`src/rtl/sdci_pkg.sv`:
```
package sdci_pkg;

    // register word indices
    localparam int REG_ARG_LO = 0;
    localparam int REG_ARG_HI = 1;
    localparam int REG_BSZ    = 2;
    localparam int REG_BCNT   = 3;
    localparam int REG_MODE   = 4;
    localparam int REG_CMD    = 5;
    localparam int REG_STATE  = 6;

    localparam logic [15:0] MODE_MASK = 16'h0037;
    localparam logic [15:0] CMD_MASK  = 16'h3F3B;

    typedef enum logic [1:0] {
        RSP_NONE       = 2'd0,
        RSP_LONG       = 2'd1,
        RSP_SHORT      = 2'd2,
        RSP_SHORT_BUSY = 2'd3
    } rsp_kind_e;

    typedef struct packed {
        logic [1:0] rsv_hi;
        logic [5:0] index;
        logic [1:0] rsv_mid;
        logic       data_sel;
        logic       idx_chk;
        logic       crc_chk;
        logic       rsv_lo;
        rsp_kind_e  kind;
    } cmd_word_t;

    typedef struct packed {
        logic [9:0] rsv_hi;
        logic       multi;
        logic       read;
        logic       rsv_mid;
        logic       auto_stop;
        logic       cnt_en;
        logic       dma;
    } mode_word_t;

    function automatic logic [15:0] merge_bytes(input logic [15:0] old_v,
                                                input logic [15:0] new_v,
                                                input logic [1:0]  be);
        logic [15:0] r;
        r = old_v;
        if (be[0]) r[7:0]  = new_v[7:0];
        if (be[1]) r[15:8] = new_v[15:8];
        return r;
    endfunction

endpackage

```
`src/rtl/sdci_regs.sv`:
```
module sdci_regs
    import sdci_pkg::*;
#(
    parameter int ADDR_W = 3,
    parameter int BSZ_W  = 12,
    parameter int BCNT_W = 9
) (
    input  logic              clk,
    input  logic              rst_n,
    input  logic              wr_en,
    input  logic [ADDR_W-1:0] wr_addr,
    input  logic [1:0]        wr_be,
    input  logic [15:0]       wr_data,
    input  logic              busy,
    output logic [31:0]       cur_arg,
    output logic [BSZ_W-1:0]  cur_bsz,
    output logic [BCNT_W-1:0] cur_bcnt,
    output mode_word_t        cur_mode,
    output cmd_word_t         cur_cmd,
    output logic [31:0]       nxt_arg,
    output logic [BSZ_W-1:0]  nxt_bsz,
    output logic [BCNT_W-1:0] nxt_bcnt,
    output mode_word_t        nxt_mode,
    output cmd_word_t         nxt_cmd
);

    typedef struct packed {
        logic [31:0]       arg;
        logic [BSZ_W-1:0]  bsz;
        logic [BCNT_W-1:0] bcnt;
        mode_word_t        mode;
        cmd_word_t         cmd;
    } regs_t;

    regs_t s_d, s_q;

    always_comb begin
        logic [15:0] m;
        m   = '0;
        s_d = s_q;
        if (wr_en) begin
            if (wr_addr == ADDR_W'(REG_ARG_LO)) begin
                s_d.arg[15:0] = merge_bytes(s_q.arg[15:0], wr_data, wr_be);
            end else if (wr_addr == ADDR_W'(REG_ARG_HI)) begin
                s_d.arg[31:16] = merge_bytes(s_q.arg[31:16], wr_data, wr_be);
            end else if (wr_addr == ADDR_W'(REG_BSZ)) begin
                m = merge_bytes(16'(s_q.bsz), wr_data, wr_be);
                s_d.bsz = m[BSZ_W-1:0];
            end else if (wr_addr == ADDR_W'(REG_BCNT)) begin
                m = merge_bytes(16'(s_q.bcnt), wr_data, wr_be);
                s_d.bcnt = m[BCNT_W-1:0];
            end else if (wr_addr == ADDR_W'(REG_MODE)) begin
                m = merge_bytes(s_q.mode, wr_data, wr_be);
                s_d.mode = mode_word_t'(m & MODE_MASK);
            end else if (wr_addr == ADDR_W'(REG_CMD) && !busy) begin
                m = merge_bytes(s_q.cmd, wr_data, wr_be);
                s_d.cmd = cmd_word_t'(m & CMD_MASK);
            end
        end
    end

    always_ff @(posedge clk or negedge rst_n) begin
        if (!rst_n) s_q <= '0;
        else        s_q <= s_d;
    end

    assign cur_arg  = s_q.arg;
    assign cur_bsz  = s_q.bsz;
    assign cur_bcnt = s_q.bcnt;
    assign cur_mode = s_q.mode;
    assign cur_cmd  = s_q.cmd;
    assign nxt_arg  = s_d.arg;
    assign nxt_bsz  = s_d.bsz;
    assign nxt_bcnt = s_d.bcnt;
    assign nxt_mode = s_d.mode;
    assign nxt_cmd  = s_d.cmd;

endmodule

```
`src/rtl/sdci_launch.sv`:
```
module sdci_launch
    import sdci_pkg::*;
#(
    parameter int BSZ_W  = 12,
    parameter int BCNT_W = 9
) (
    input  logic              clk,
    input  logic              rst_n,
    input  logic              trig,
    input  logic [31:0]       nxt_arg,
    input  logic [BSZ_W-1:0]  nxt_bsz,
    input  logic [BCNT_W-1:0] nxt_bcnt,
    input  mode_word_t        nxt_mode,
    input  cmd_word_t         nxt_cmd,
    input  logic              cmd_done,
    input  logic              xfer_done,
    output logic              busy,
    output logic              cmd_inh,
    output logic              dat_inh,
    output logic              go,
    output logic [31:0]       l_arg,
    output logic [BSZ_W-1:0]  l_bsz,
    output logic [BCNT_W-1:0] l_bcnt,
    output mode_word_t        l_mode,
    output cmd_word_t         l_cmd
);

    typedef struct packed {
        logic              cmd_inh;
        logic              dat_inh;
        logic              go;
        logic [31:0]       arg;
        logic [BSZ_W-1:0]  bsz;
        logic [BCNT_W-1:0] bcnt;
        mode_word_t        mode;
        cmd_word_t         cmd;
    } launch_t;

    launch_t s_d, s_q;
    logic    accept;

    assign busy   = s_q.cmd_inh | s_q.dat_inh;
    assign accept = trig & ~busy;

    always_comb begin
        s_d    = s_q;
        s_d.go = accept;
        if (cmd_done)  s_d.cmd_inh = 1'b0;
        if (xfer_done) s_d.dat_inh = 1'b0;
        if (accept) begin
            s_d.cmd_inh = 1'b1;
            s_d.dat_inh = nxt_cmd.data_sel;
            s_d.arg     = nxt_arg;
            s_d.bsz     = nxt_bsz;
            s_d.bcnt    = nxt_bcnt;
            s_d.mode    = nxt_mode;
            s_d.cmd     = nxt_cmd;
        end
    end

    always_ff @(posedge clk or negedge rst_n) begin
        if (!rst_n) s_q <= '0;
        else        s_q <= s_d;
    end

    assign cmd_inh = s_q.cmd_inh;
    assign dat_inh = s_q.dat_inh;
    assign go      = s_q.go;
    assign l_arg   = s_q.arg;
    assign l_bsz   = s_q.bsz;
    assign l_bcnt  = s_q.bcnt;
    assign l_mode  = s_q.mode;
    assign l_cmd   = s_q.cmd;

endmodule

```
`src/rtl/sdci_rsp_decode.sv`:
```
module sdci_rsp_decode
    import sdci_pkg::*;
(
    input  rsp_kind_e kind,
    output logic      rsp_none,
    output logic      rsp_long,
    output logic      rsp_busy
);

    always_comb begin
        rsp_none = 1'b0;
        rsp_long = 1'b0;
        rsp_busy = 1'b0;
        unique case (kind)
            RSP_NONE:       rsp_none = 1'b1;
            RSP_LONG:       rsp_long = 1'b1;
            RSP_SHORT:      ;
            RSP_SHORT_BUSY: rsp_busy = 1'b1;
            default:        ;
        endcase
    end

endmodule

```
`src/rtl/sdci_cmd_issue.sv`:
```
module sdci_cmd_issue
    import sdci_pkg::*;
#(
    parameter int ADDR_W = 3,
    parameter int BSZ_W  = 12,
    parameter int BCNT_W = 9
) (
    input  logic              clk,
    input  logic              rst_n,
    input  logic              wr_en,
    input  logic [ADDR_W-1:0] wr_addr,
    input  logic [1:0]        wr_be,
    input  logic [15:0]       wr_data,
    input  logic [ADDR_W-1:0] rd_addr,
    output logic [15:0]       rd_data,
    input  logic              cmd_done,
    input  logic              xfer_done,
    output logic              cmd_inhibit,
    output logic              dat_inhibit,
    output logic              issue_go,
    output logic [5:0]        issue_index,
    output logic [1:0]        issue_rsp_kind,
    output logic              issue_rsp_none,
    output logic              issue_rsp_long,
    output logic              issue_rsp_busy,
    output logic              issue_crc_chk,
    output logic              issue_idx_chk,
    output logic              issue_has_data,
    output logic              issue_read,
    output logic              issue_cnt_en,
    output logic              issue_multi,
    output logic              issue_auto_stop,
    output logic              issue_dma,
    output logic [31:0]       issue_arg,
    output logic [BSZ_W-1:0]  issue_blk_size,
    output logic [BCNT_W-1:0] issue_blk_cnt
);

    logic              busy, trig;
    logic [31:0]       cur_arg, nxt_arg;
    logic [BSZ_W-1:0]  cur_bsz, nxt_bsz;
    logic [BCNT_W-1:0] cur_bcnt, nxt_bcnt;
    mode_word_t        cur_mode, nxt_mode, l_mode;
    cmd_word_t         cur_cmd, nxt_cmd, l_cmd;

    assign trig = wr_en & wr_be[1] & (wr_addr == ADDR_W'(REG_CMD));

    sdci_regs #(.ADDR_W(ADDR_W), .BSZ_W(BSZ_W), .BCNT_W(BCNT_W)) u_regs (
        .clk(clk), .rst_n(rst_n), .wr_en(wr_en), .wr_addr(wr_addr),
        .wr_be(wr_be), .wr_data(wr_data), .busy(busy),
        .cur_arg(cur_arg), .cur_bsz(cur_bsz), .cur_bcnt(cur_bcnt),
        .cur_mode(cur_mode), .cur_cmd(cur_cmd),
        .nxt_arg(nxt_arg), .nxt_bsz(nxt_bsz), .nxt_bcnt(nxt_bcnt),
        .nxt_mode(nxt_mode), .nxt_cmd(nxt_cmd)
    );

    sdci_launch #(.BSZ_W(BSZ_W), .BCNT_W(BCNT_W)) u_launch (
        .clk(clk), .rst_n(rst_n), .trig(trig),
        .nxt_arg(nxt_arg), .nxt_bsz(nxt_bsz), .nxt_bcnt(nxt_bcnt),
        .nxt_mode(nxt_mode), .nxt_cmd(nxt_cmd),
        .cmd_done(cmd_done), .xfer_done(xfer_done),
        .busy(busy), .cmd_inh(cmd_inhibit), .dat_inh(dat_inhibit),
        .go(issue_go), .l_arg(issue_arg), .l_bsz(issue_blk_size),
        .l_bcnt(issue_blk_cnt), .l_mode(l_mode), .l_cmd(l_cmd)
    );

    sdci_rsp_decode u_dec (
        .kind(l_cmd.kind), .rsp_none(issue_rsp_none),
        .rsp_long(issue_rsp_long), .rsp_busy(issue_rsp_busy)
    );

    assign issue_index     = l_cmd.index;
    assign issue_rsp_kind  = l_cmd.kind;
    assign issue_crc_chk   = l_cmd.crc_chk;
    assign issue_idx_chk   = l_cmd.idx_chk;
    assign issue_has_data  = l_cmd.data_sel;
    assign issue_read      = l_mode.read;
    assign issue_cnt_en    = l_mode.cnt_en;
    assign issue_multi     = l_mode.multi;
    assign issue_auto_stop = l_mode.auto_stop;
    assign issue_dma       = l_mode.dma;

    always_comb begin
        rd_data = '0;
        if (rd_addr == ADDR_W'(REG_ARG_LO))      rd_data = cur_arg[15:0];
        else if (rd_addr == ADDR_W'(REG_ARG_HI)) rd_data = cur_arg[31:16];
        else if (rd_addr == ADDR_W'(REG_BSZ))    rd_data = 16'(cur_bsz);
        else if (rd_addr == ADDR_W'(REG_BCNT))   rd_data = 16'(cur_bcnt);
        else if (rd_addr == ADDR_W'(REG_MODE))   rd_data = cur_mode;
        else if (rd_addr == ADDR_W'(REG_CMD))    rd_data = cur_cmd;
        else if (rd_addr == ADDR_W'(REG_STATE))  rd_data = {14'd0, dat_inhibit, cmd_inhibit};
    end

endmodule

```
`config.mk`:
```
export PLATFORM = sky130hd
export DESIGN_NAME = sdci_cmd_issue
export DESIGN_NICKNAME = d
export VERILOG_FILES = /design/src/rtl/sdci_pkg.sv /design/src/rtl/sdci_regs.sv /design/src/rtl/sdci_launch.sv /design/src/rtl/sdci_rsp_decode.sv /design/src/rtl/sdci_cmd_issue.sv
export SDC_FILE = /design/constraint.sdc
export NUM_CORES = 1
export LEC_CHECK = 0
export BUFFER_PORTS_ARGS = -buffer_cell sky130_fd_sc_hd__buf_2
export CAP_MARGIN = 10
export CORE_ASPECT_RATIO = 2
export CORE_MARGIN = 2
export CORE_UTILIZATION = 40
export CTS_CLUSTER_SIZE = 16
export DETAILED_ROUTE_END_ITERATION = 8
export GPL_ROUTABILITY_DRIVEN = 0
export SYNTH_ARGS = -nofsm -noshare
export SYNTH_HDL_FRONTEND = slang
export SYNTH_SLANG_ARGS = --single-unit
export TNS_END_PERCENT = 100
```
`constraint.sdc`:
```
create_clock -name clk -period 5.25 [get_ports clk]
set_clock_uncertainty 0.1 [all_clocks]
set_input_delay 1.575 -clock clk [delete_from_list [all_inputs] [get_ports clk]]
set_output_delay 1.575 -clock clk [all_outputs]
set_load 0.05 [all_outputs]
```
==> results of run 1 <==
metal layers:
layer	global-route usage, %	vias to the layer above
li1	-	2239
met5	0	-
met4	6.603	0
met3	5.463	13
met1	23.76	2124
met2	34.40	123
kinds of logic after synthesis:
family | Yosys count | share of synthesized area [%]
compound gates | 165 | 15.37
buf+inv | 61 | 5.328
flops | 141 | 59.38
mux | 30 | 5.854
simple gates | 194 | 14.07
stage by stage:
| stage | util [%] | setup slack [ps] | cell area (um^2) | hold WS (ps) |
|---|---|---|---|---|
| floorplan | - | 179.2 | 5949 | 354.5 |
| global placement | 45.16 | 538.1 | 6621 | 359.4 |
| detailed placement | 45.16 | 491.8 | 6621 | 365.4 |
| CTS | 49.39 | 502.8 | 7242 | 379.7 |
| global route | 49.39 | 340.4 | 7242 | 391.0 |
| finish | 49.39 | 479.2 | 7242 | 373.2 |
worst min-delay path by stage:
stage	startpoint	end	slack (ps)	depth (start not counted)
finish	u_launch.l_mode[0]	u_launch.l_mode[0]	370	2
global route	u_launch.l_mode[0]	u_launch.l_mode[0]	390	2
CTS	u_launch.l_mode[0]	u_launch.l_mode[0]	380	2
detailed placement	u_launch.l_mode[0]	u_launch.l_mode[0]	370	2
global placement	u_launch.l_bsz[11]	u_launch.l_bsz[11]	360	2
floorplan	u_regs.cur_cmd[12]	u_regs.cur_cmd[12]	350	2
cell type report:
cell class | instances | area, um^2 | share of cell area [%]
Clock buffer | 18 | 439.2 | 6.064
Clock inverter | 14 | 181.4 | 2.505
Inverter | 24 | 90.09 | 1.244
Multi-Input combinational cell | 389 | 2105 | 29.06
Sequential cell | 141 | 3528 | 48.72
Tap cell | 195 | 244.0 | 3.369
Timing Repair Buffer | 126 | 654.4 | 9.036
worst max-delay path: cells and delay by family:
kind,cells,cell delay [ps]
AND/OR/NAND/NOR,1,160
buffers and inverters,3,980
AO/OA/AOI/OAI,2,360
power by group through the flow:
stage | logic, mW | clock network [mW] | registers, mW
after floorplan | 0.365 | 0 | 1.86
after global placement | 1.04 | 0 | 1.47
after detailed placement | 1.06 | 0 | 1.47
after CTS | 1.06 | 1.29 | 1.45
after global routing | 1.13 | 1.33 | 1.48
final | 1.04 | 1.26 | 1.45
registers in the layout (all words and copies together) (netlist names), 9 cells and up:
register and count:
u_launch.l_arg 32, u_launch.l_bcnt 9, u_launch.l_bsz 12, u_launch.l_cmd 11
u_regs.cur_arg 32, u_regs.cur_bcnt 9, u_regs.cur_bsz 12, u_regs.cur_cmd 11
placed cells by master (no fill, tap or decap), types with 3 or more instances in the layout:
master / netlist / layout
dfrtp_1: 141 / 141
nand2_1: 140 / 140
buf_2: 4 / 118
o21ai_0: 68 / 68
o21ai_1: 64 / 64
inv_1: 24 / 24
mux2i_1: 19 / 19
nor2_1: 17 / 17
clkbuf_16: 0 / 17
nand2_2: 8 / 8
mux2_2: 8 / 8
a21oi_1: 8 / 8
buf_4: 0 / 7
nor3_1: 5 / 5
o21ai_2: 5 / 5
nor2b_1: 5 / 5
clkinv_4: 0 / 5
nand2b_1: 4 / 4
inv_6: 0 / 4
nand3_1: 3 / 3
o31ai_1: 3 / 3
a21o_1: 3 / 3
mux4_2: 3 / 3
bufinv_16: 0 / 3
==> impl_results.md, run 1 <==
* Status: finished, final reports clean
* HPWL after DPL at 10590 um
* Post-Syn Instances at 591
* Longest Clk Path Bufs at 2
* WS Path Type: in -> out
* Top cells by count, synth: dfrtp_1, nand2_1, o21ai_0
* LEAKAGE at 3.660 nW
* Measured slew at the worst slew-check pin at 1118 ps
* VDD IR-drop max at 0.2292 mV
* PD cells at 517.8 mW/mm^2
* Cell Area, Synth at 0.005942 mm^2
* Synth Net Count at 620
* Tot Pwr at 3.750 mW
* Chip height at 176.4 um
* Sequential-to-total area share from yosys stat at 59.38%
* Filler instances at 1444
* Crit Reg-Reg Endpoint: u_launch.l_arg[4]
* Flop and latch count out of synthesis at 141
* Synth Area per Inst at 10.05 um^2
* Post-CTS sizing at 0
* Min-delay worst type: reg -> reg
* # H-tree levels at 4
* Psw at 1.414 mW
* FFs w/ async S/R, synth at 100.0%
* I/O Pins at 120
* Placed Cells at 875
* Reg power frac at 38.6%
* Final Net Count at 728
* Relative slew slack at 25.43%
* Min Tclk post-route at 4771 ps
* Setup_tns at 0 ps
* Post-route DRC at 0
* Crit path cell chain: buf_2 -> inv_1 -> nor2_1 -> a221oi_1 -> o41ai_2 -> buf_2
* Worst skew pair latency at 420 ps
* # hold bufs at CTS at 0
* CTS tree: yes
* Crit end category: primary output
* Sink Count at 141
* Vias per cell at 4.960
* Area grow syn2layout at 21.88%
* Final count of pins violating max slew at 0
* Aggregate routed wire length at 14660 um
* First-pass DRT Iterations at 4
* Total grt overflow at 0
* Reg2reg start: u_launch.cmd_inh
* Startpoint Class: input port
* Final Hold Vio Count at 0
* RSZ-0062 raised after global routing: false
* Pint at 2.336 mW
* Average wire per cell in the routed design at 16.17 um
* Die area at 0.01590 mm^2
* Root cell of the clock tree: clkbuf_16
* EDFF count, synth at 0
* CP Capture Point: rd_data[4]
* Sw frac at 37.70%
* Synth area leaders: dfrtp_1, nand2_1, o21ai_0, o21ai_1, mux2i_1
* Antenna violations before repair at 0
* Yosys top cell by area: dfrtp_1
* Max Cap Viol at 0
* Post-route met1 wirelength at 6033 um
* Initial core utilization at 40.53%
* Via count of the first global-routing pass at 4548
* Worst-path clk slew at 60 ps
* Crit path max-delay cell type: buf_2
* Final setup violation count at 0
* CP max stage delay at 530 ps
* Library cell with the highest instance count after synthesis: dfrtp_1
* Num CTS Buffers at 17
* N_diodes at 0
* Metal2 WL at 7645 um
* Tcrit/Tclk final at 90.87%
* YS warnings at 0
* Global-route wire length before repair at 24410 um
* Register-to-Register Setup Slack at 2840 ps
* Clock share of power at 33.5%
* Yosys top cell area share at 59.38%
* Routed length on met3 at 772 um
* Via count at 4499
* Number of buffers added on ports at 119
* Cell Rows at 63
* Floorplan core area at 0.01466 mm^2
* Post-synth cell types at 42
* Combinational share of power at 27.8%
* Global Route Usage Sum at 19.82%
* Worst Setup SP: rd_addr[1]
* Final Instance Count excl. Fillers at 907
* Largest net degree at the start of global routing at 108
* Share of layout cells above drive strength 1 at 26.54%
* Drt first-iter violations at 249
* Die Width at 90.18 um
* Critical-path maximum fanout at 27
* Worst path most repeated cell: buf_2
* Post-CTS Setup Bufs at 0
* WP data required at 3580 ps
* Fmax at 0.2096 GHz
* CP Data Arrival Time at 3100 ps
* Ys flop type: dfrtp_1
* Reg2reg path depth at 5
* Highest Signal Layer: met4
* Routed Antenna Nets at 0
No activity file was read; power rests on OpenSTA's default activity.
==> run 2: changes to the inputs <==
--- a/config.mk
+++ b/config.mk
@@ -13,6 +13,7 @@
 export CTS_CLUSTER_SIZE = 16
 export DETAILED_ROUTE_END_ITERATION = 8
 export GPL_ROUTABILITY_DRIVEN = 0
+export PLACE_DENSITY = 0.65
 export SYNTH_ARGS = -nofsm -noshare
 export SYNTH_HDL_FRONTEND = slang
 export SYNTH_SLANG_ARGS = --single-unit
==> impl_results.md, run 2 (synthesis gave the netlist of run 1 again) <==
* Die area at 0.01590 mm^2 (unchanged)
* Via count of the first global-routing pass at 4477 (-1.6%)
* CTS tree: yes
* Reg2reg path depth at 4 (-1)
* Final Net Count at 729 (+0.14%)
* Most frequent cells in the layout: dfrtp_1, nand2_1, buf_2, o21ai_0, o21ai_1
* Measured slew at the worst slew-check pin at 939.9 ps (-178.6 ps)
* HPWL after DPL at 10470 um (-1.1%)
* Largest net degree at the start of global routing at 97 (-10%)
* Average wire per cell in the routed design at 16.07 um (-0.58%)
* Tot Pwr at 3.607 mW (-3.8%)
* Global-route wire length before repair at 23970 um (-1.8%)
* VDD IR-drop max at 0.3354 mV (+46%)
* Worst path most repeated cell: buf_2
* Status: finished, final reports clean
* Worst skew pair latency at 410 ps (about the same)
* # H-tree levels at 4 (unchanged)
* Startpoint Class: input port
* Sink Count at 141 (unchanged)
* Final core occ at 48.93% (-0.46 points)
* Drt first-iter violations at 286 (+15%)
* Routed Antenna Nets at 0 (unchanged)
* CP max stage delay at 540 ps (about the same)
* PD cells at 502.8 mW/mm^2 (-2.9%)
* CP Capture Point: rd_data[4]
* Critical-path maximum fanout at 27 (unchanged)
* Antenna violations before repair at 0 (unchanged)
* Worst Setup SP: rd_addr[1]
* Worst hold path stage count at 2 (unchanged)
* Floorplan core area at 0.01466 mm^2 (unchanged)
* Num CTS Buffers at 17 (unchanged)
* Number of cells on the critical path at 6 (unchanged)
* WP data required at 3580 ps (about the same)
* Tcrit/Tclk final at 91.56% (+0.69 points)
* Relative slew slack at 37.34% (+12 points)
* LEAKAGE at 3.624 nW (-0.99%)
* Final Hold Vio Count at 0 (unchanged)
* Aggregate routed wire length at 14580 um (-0.58%)
* Crit end category: primary output
* CP Data Arrival Time at 3130 ps (+30 ps)
* Crit Reg-Reg Endpoint: u_launch.l_mode[0]
* Filler instances at 1459 (+1.0%)
* Commonest non-fill, non-tap cell in the layout: dfrtp_1
* # hold bufs at CTS at 0 (unchanged)
* Area grow syn2layout at 20.74%
* Final Cell Area at 0.007174 mm^2 (-0.93%)
* Min Hold Slack at 373.1 ps (-0.06700 ps)
* Die Width at 90.18 um (unchanged)
* I/O Pins at 120 (unchanged)
* Cell Rows at 63 (unchanged)
* Chip height at 176.4 um (unchanged)
* Crit path max-delay cell type: buf_2
* Final setup violation count at 0 (unchanged)
* N_diodes at 0 (unchanged)
* Via count at 4556 (+1.3%)
* Vias per cell at 5.023 (+1.3%)
* Post-CTS sizing at 0 (unchanged)
* Min-delay worst type: reg -> reg
* Number of buffers added on ports at 119 (unchanged)
* Fmax at 0.2080 GHz (-0.76%)
* Total grt overflow at 0 (unchanged)
* Post-CTS Setup Bufs at 0 (unchanged)
* Largest delay contributor family on the critical path: buffers and inverters
* Register-to-Register Setup Slack at 2930 ps (+90 ps)
* RSZ-0062 raised after global routing: false
* Min Tclk post-route at 4807 ps (+36.34 ps)
* Final count of pins violating max slew at 0 (unchanged)
* Initial core utilization at 40.53% (unchanged)
* WP buf/inv at 3 (unchanged)
* Reg2reg start: u_launch.cmd_inh
* Crit path cell chain: buf_2 -> inv_1 -> nor2_1 -> a221oi_1 -> o41ai_2 -> buf_2
* Post-DP Area at 0.006629 mm^2 (+0.11%)
* Post-route DRC at 0 (unchanged)
* Longest Clk Path Bufs at 2 (unchanged)
* First-pass DRT Iterations at 5 (+1)
* WS Path Type: in -> out
* Setup_tns at 0 ps (unchanged)
* Max Cap Viol at 0 (unchanged)
* Hold path start: u_launch.l_arg[4]
* Global Route Usage Sum at 19.19% (-0.63 points)
* Root cell of the clock tree: clkbuf_16
* Worst-path clk slew at 60 ps (about the same)
* Share of layout cells above drive strength 1 at 26.54% (unchanged)
## run 2: cell types whose count changed in the layout (fill, tap and decap cells not counted), sizes merged
| cell | previous run | this run |
|---|---|---|
| clkbuf | 18 | 17 |
| buf | 126 | 127 |
| clkinvlp | 1 | 4 |
| inv | 28 | 27 |
| bufinv | 3 | 1 |
## run 2: worst min-delay path by stage
stage,slack [ps],endpoint
after floorplan,350,u_regs.cur_cmd[12]
after global placement,360,u_launch.l_mode[0]
after detailed placement,360,u_launch.l_bcnt[8]
after CTS,380,u_regs.cur_cmd[12]
after global routing,390,u_launch.l_arg[16]
final,370,u_launch.l_arg[4]
## run 2: cell type report
cell class                 count  area (um^2)  area share (%)
multi-input combinational    389         2105           29.33
clock buffer                  17        425.4           5.930
timing repair buffer         127        661.9           9.226
inverter                      24        90.09           1.256
tap                          195        244.0           3.401
sequential                   141         3528           49.18
clock inverter                14        120.1           1.674
## run 2: stage by stage
stage / setup slack [ps] / std cells
after detailed placement: 459.9 / 876
after floorplan: 179.2 / 591
after global placement: 513.7 / 876
after global routing: 332.4 / 907
after CTS: 462.8 / 907
final: 442.9 / 907
## run 2: worst min-delay path: cells and delay by family, from the launching register on
family / cells / cell delay [ps]
flip-flops: 1 / 330
AO/OA/AOI/OAI: 1 / 60
AND/OR/NAND/NOR: 1 / 50
## run 2: power by group
part	internal, mW	leakage (nW)	switching (mW)
combinational	0.250	1.54	0.794
clock	0.648	0.261	0.464
sequential	1.32	1.83	0.134
total	2.22	3.62	1.39
## run 2: per-layer routing
| layer | routed length, um | vias up | GRT usage, % |
|---|---|---|---|
| li1 | - | 2254 | - |
| met4 | 341 | 0 | 6.795 |
| met3 | 776 | 19 | 4.994 |
| met5 | 0 | - | 0 |
| met2 | 7358 | 144 | 31.86 |
| met1 | 6101 | 2139 | 24.32 |
